--- config.mk ---
export PLATFORM = sky130hd
export DESIGN_NAME = os_entry_router
export DESIGN_NICKNAME = d
export VERILOG_FILES = /design/src/rtl/os_entry_router.sv
export SDC_FILE = /design/constraint.sdc
export NUM_CORES = 2
export LEC_CHECK = 0
export ABC_CLOCK_PERIOD_IN_PS = 7600
export BUFFER_PORTS_ARGS = -buffer_cell sky130_fd_sc_hd__buf_2
export CAP_MARGIN = 20
export CORE_MARGIN = 2
export CORE_UTILIZATION = 40
export DETAILED_ROUTE_END_ITERATION = 6
export HOLD_SLACK_MARGIN = 0.1
export SLEW_MARGIN = 20
export SYNTH_ARGS = -nofsm -noshare
export SYNTH_HDL_FRONTEND = slang
export SYNTH_SLANG_ARGS = --single-unit
--- constraint.sdc ---
create_clock -name clk -period 7.6 [get_ports clk]
set_input_delay 1.14 -clock clk [delete_from_list [all_inputs] [get_ports clk]]
set_output_delay 1.14 -clock clk [all_outputs]
set_load 0.02 [all_outputs]
--- src/rtl/os_entry_router.sv ---
module os_entry_router #(
  parameter int NCORES = 8,
  parameter int NUM_W  = 8,
  parameter int DEPTH  = 64
) (
  input  logic                     clk,
  input  logic                     rst_n,
  input  logic [NCORES-1:0]        os_mask,
  input  logic [NCORES-1:0]        ctx_free,
  input  logic                     cfg_we,
  input  logic [1:0]               cfg_class,
  input  logic [NUM_W-1:0]         cfg_num,
  input  logic [NCORES-1:0]        cfg_mask,
  input  logic                     lk_valid,
  input  logic [1:0]               lk_class,
  input  logic [NUM_W-1:0]         lk_num,
  output logic                     rsp_valid,
  output logic [$clog2(NCORES)-1:0] rsp_core,
  output logic                     rsp_hit,
  output logic                     rsp_wait
);
  localparam int CORE_W = $clog2(NCORES);
  localparam int KEY_W  = 2 + NUM_W;
  localparam int IDX_W  = (DEPTH > 1) ? $clog2(DEPTH) : 1;
  localparam int FILL_W = $clog2(DEPTH + 1);

  logic [KEY_W-1:0]  key_q  [DEPTH];
  logic [NCORES-1:0] mask_q [DEPTH];
  logic [FILL_W-1:0] fill;
  logic [CORE_W-1:0] rr;

  wire [KEY_W-1:0] lk_key  = {lk_class, lk_num};
  wire [KEY_W-1:0] cfg_key = {cfg_class, cfg_num};
  wire             room    = fill < FILL_W'(DEPTH);

  logic              lk_hit, cfg_hit, rr_found;
  logic [NCORES-1:0] lk_mask;
  logic [IDX_W-1:0]  cfg_idx;
  logic [CORE_W-1:0] rr_core;

  function automatic logic [CORE_W-1:0] lowest(input logic [NCORES-1:0] m);
    lowest = '0;
    for (int b = NCORES - 1; b >= 0; b--)
      if (m[b]) lowest = CORE_W'(b);
  endfunction

  always_comb begin
    lk_hit  = 1'b0;
    lk_mask = '0;
    cfg_hit = 1'b0;
    cfg_idx = '0;
    for (int i = 0; i < DEPTH; i++) begin
      if (FILL_W'(i) < fill && key_q[i] == lk_key) begin
        lk_hit  = 1'b1;
        lk_mask = mask_q[i];
      end
      if (FILL_W'(i) < fill && key_q[i] == cfg_key) begin
        cfg_hit = 1'b1;
        cfg_idx = IDX_W'(i);
      end
    end
  end

  always_comb begin
    rr_core  = '0;
    rr_found = 1'b0;
    for (int k = 0; k < NCORES; k++) begin
      int j;
      j = int'(rr) + k;
      if (j >= NCORES) j = j - NCORES;
      if (!rr_found && os_mask[j]) begin
        rr_found = 1'b1;
        rr_core  = CORE_W'(j);
      end
    end
  end

  wire [NCORES-1:0] sel_free = lk_mask & ctx_free;
  wire [CORE_W-1:0] hit_core = (|sel_free) ? lowest(sel_free) : lowest(lk_mask);
  wire              learn    = lk_valid && !lk_hit && !cfg_we && room && rr_found;
  wire              cfg_wr   = cfg_we && (cfg_hit || room);
  wire [IDX_W-1:0]  cfg_slot = cfg_hit ? cfg_idx : fill[IDX_W-1:0];

  always_ff @(posedge clk) begin
    if (cfg_wr) begin
      key_q[cfg_slot]  <= cfg_key;
      mask_q[cfg_slot] <= cfg_mask;
    end else if (learn) begin
      key_q[fill[IDX_W-1:0]]  <= lk_key;
      mask_q[fill[IDX_W-1:0]] <= NCORES'(1) << rr_core;
    end
  end

  always_ff @(posedge clk) begin
    if (!rst_n) begin
      fill      <= '0;
      rr        <= '0;
      rsp_valid <= 1'b0;
      rsp_core  <= '0;
      rsp_hit   <= 1'b0;
      rsp_wait  <= 1'b0;
    end else begin
      if (cfg_wr && !cfg_hit) fill <= fill + 1'b1;
      else if (learn) begin
        fill <= fill + 1'b1;
        rr   <= (rr_core == CORE_W'(NCORES - 1)) ? '0 : rr_core + 1'b1;
      end
      rsp_valid <= lk_valid;
      if (lk_valid) begin
        rsp_hit  <= lk_hit;
        rsp_core <= lk_hit ? hit_core : rr_core;
        rsp_wait <= lk_hit ? !(|sel_free) : !ctx_free[rr_core];
      end
    end
  end

  assert_rsp_follows_R9: assert property (@(posedge clk) disable iff (!rst_n)
    lk_valid |=> rsp_valid);
  assert_rsp_idle_R9: assert property (@(posedge clk) disable iff (!rst_n)
    !lk_valid |=> !rsp_valid);
  assert_free_core_R3: assert property (@(posedge clk) disable iff (!rst_n)
    lk_valid && lk_hit |=> rsp_wait || ((($past(ctx_free) >> rsp_core) & NCORES'(1)) != '0));
  assert_wait_busy_R4: assert property (@(posedge clk) disable iff (!rst_n)
    lk_valid |=> !rsp_wait || ((($past(ctx_free) >> rsp_core) & NCORES'(1)) == '0));
  assert_miss_os_R6: assert property (@(posedge clk) disable iff (!rst_n)
    lk_valid && !lk_hit |=> ((os_mask >> rsp_core) & NCORES'(1)) != '0 || $past(os_mask) == '0);
  assert_ptr_hold_R8: assert property (@(posedge clk) disable iff (!rst_n)
    !learn |=> $stable(rr));
  assert_fill_bound_R8: assert property (@(posedge clk) disable iff (!rst_n)
    fill <= FILL_W'(DEPTH));
endmodule

==> results_dict.tcl <==
set metrics [dict create \
    grt_max_degree 65 \
    worstPathMaxFanout 18 \
    drt_iter0_markers 7137 \
    synthTopCellsByArea "edfxtp_1 56%, xor2_1 9.4%, xnor2_1 8.7%, nor4_1 2.4%, nand4_1 2.3%" \
    p_per_area_nw_per_um2 220 \
    worstSetupPathType "reg2reg" \
    fin_crit_sh_pct 86.8 \
    power.total_mw 15.7 \
    core_um2 154000 \
    whs_ps 495 \
    seqPwrFrac_pct 46.8 \
    ys_seq_area_share_pct 56.1 \
    place_area_um2 67100 \
    fin_area_um2 71300 \
    die_w_um 398 \
    leakage_nw 23.7 \
    fmax_mhz 152 \
    synth_area_leader_cell "edfxtp_1" \
    grt_use_total_pct 30.1 \
    clockBufferDepth 3 \
    die_area_um2 159000 \
    cts_resized 0 \
    num_vias 46719 \
    drc 0 \
    grt_util_met1_pct 42.1 \
    final_nets 5419 \
    wirelength_um 243000 \
    synth_common_cells "1152 x edfxtp_1, 669 x xor2_1, 619 x xnor2_1" \
    die_y_um 398 \
    viasPerCell 6.22 \
    wire_per_inst_um 32.3 \
    port_buffers 53 \
    initial_core_util_pct 40.3 \
    hold_violations 0 \
    p_comb_share_pct 12.2 \
    syn-cell-area_um2 62200 \
    maxCapViolCount 0 \
    post_cts_buffers 0 \
    ant_nets 0 \
    ir_worst_vdd_mv 0.197 \
    grt_pass1_wl_um 340000 \
    startpoint_type "flip-flop" \
    cts.sinks 1168 \
    clkPwrFrac_pct 41.0 \
    dp_hpwl_um 168000 \
    ctsHtreeMaxLevel 4 \
    p_sw_mw 4.09 \
    ys_ff_latch 1168 \
    layout-drive-gt1-share_pct 13.3 \
    slew_violations 0 \
    finalCriticalPeriod_ps 6590 \
    setup_violations 0 \
    cts_tree "yes" \
    hold_path_class "reg2reg" \
    max-slew-margin-rel_pct 20.9 \
    row_count 144 \
    grtUsageMet2_pct 44.6 \
    clk_latency_ps 800 \
    hold_buffers 0 \
    fin_util_pct 46.2 \
    synth_edf_count 1152 \
    ios 54 \
    critPathSlowestCell "nor3_1" \
    overflow 0 \
    worstPathArrival_ps 7060 \
    crit_family "simple AND/OR/NAND/NOR gates" \
    ys.flop_type "edfxtp_1" \
    synth_most_common_cell "edfxtp_1" \
    ys_warn_count 0 \
    grt_pass1_vias 44813 \
    syn_nets 5135 \
    clk_pin_slew_ps 70 \
    grt-busiest-layer "met2" \
    switching_share_pct 26.1 \
    skew_ps 37.4 \
    async_flop_share_pct 0 \
    tns_ps 0 \
    internal-power_mw 11.6 \
    cp_cell_sequence "buf_12 > or3_1 > a31oi_1 > or4_1 > nand4_1 > nand3b_1 > nor3_1 > nand3b_1 > inv_1 > nor2_2 > buf_4 > mux2i_2 > and2_1 > nand2_2 > nor2_1 > buf_4" \
    syn2layout_area_growth_pct 14.7 \
    synth_cell_type_count 111 \
    dr.pass1.iters 7 \
    antenna_found_initial 8 \
    grt_use_met3_pct 5.69 \
    required_ps 8070 \
    cts_buffers 132 \
    place_congestion 1.01 \
    timing.critical_path.buf_inv 4 \
    cts_root_buf "clkbuf_16" \
    status "complete, no violations" \
    end_kind "flip-flop" \
    synthCells 5078 \
    syn_area_per_cell_um2 12.2 \
    synth_top_area_share_pct 55.6 \
    grt_setup_unrepaired "false" \
    critPathMaxStageDelay_ps 940 \
    worst_pin_slew_ps 1180 \
]
## layout by cell type, fill, tap and decap left out, types with 30 or more instances in the layout
cell type,instances
a211oi_1,31
a21oi_1,117
a31oi_1,32
and2_1,31
and3_1,33
buf_12,68
buf_2,33
buf_4,294
clkbuf_16,138
edfxtp_1,1152
inv_1,90
nand2_1,225
nand2b_1,34
nand3_1,127
nand4_1,233
nor2_1,290
nor2b_1,30
nor3_1,121
nor4_1,236
o211ai_1,43
o21ai_0,109
or4_1,41
xnor2_1,619
xor2_1,669
## power groups by stage
stage	logic, mW	registers, mW	clock network (mW)
finish	1.91	7.33	6.42
global route	2.00	7.33	6.70
detailed placement	1.87	7.46	0
floorplan	1.06	7.46	0
CTS	1.88	7.33	6.48
global placement	1.85	7.46	0
## kinds of logic (layout without fill, tap and decap cells)
logic type / count (synthesis) / after routing / share of synthesized area [%]
simple gates: 1588 / 1588 / 14.0
xor+xnor: 1288 / 1288 / 18.1
flops: 1168 / 1168 / 56.1
buf+inv: 337 / 719 / 3.20
mux: 51 / 51 / 1.08
fa+ha+maj: 9 / 9 / 0.181
compound gates: 637 / 637 / 7.22
other cells: 0 / 4 / 0
## metal layers
metal | routed length (µm) | up-vias
li1 | - | 19602
met1 | 97900 | 23495
met2 | 104000 | 3043
met3 | 26200 | 571
met4 | 14100 | 8
met5 | 59 | -
## sequential cells by signal, summed over array words and instances (netlist names)
register / count
mask_q: 512
rsp_hit: 1
rr: 3
fill: 7
rsp_core: 3
rsp_wait: 1
rsp_valid: 1
key_q: 640
## per-stage QoR
step | worst slack (ps) | std cells
3_3_place_gp | 489 | 7271
2_1_floorplan | 1370 | 5078
6_report | 1010 | 7508
5_1_grt | 870 | 7504
3_5_place_dp | 665 | 7271
4_1_cts | 1200 | 7503
## layout make-up
class | instances | area (µm²)
inverters | 91 | 342
clock inverters | 66 | 679
flip-flops and latches | 1168 | 34900
diodes | 4 | 10.0
multi-input cells | 3573 | 25500
well taps | 2044 | 2560
repair buffers | 396 | 3750
fillers | 13972 | 82900
clock buffers | 166 | 3560
## path summary, 6_finish.rpt
kind	from	endpoint	slack, ps	cells past startpoint
worst max-delay path	fill[5]$_SDFFE_PN0P_	key_q[15][7]$_DFFE_PP_	1010	16
worst min-delay path	rsp_wait$_SDFFE_PN0P_	rsp_wait$_SDFFE_PN0P_	490	1
worst max register to register	fill[5]$_SDFFE_PN0P_	key_q[15][7]$_DFFE_PP_	1010	16
worst min register to register	rsp_wait$_SDFFE_PN0P_	rsp_wait$_SDFFE_PN0P_	490	1
Power figures use the tool's default switching activity.
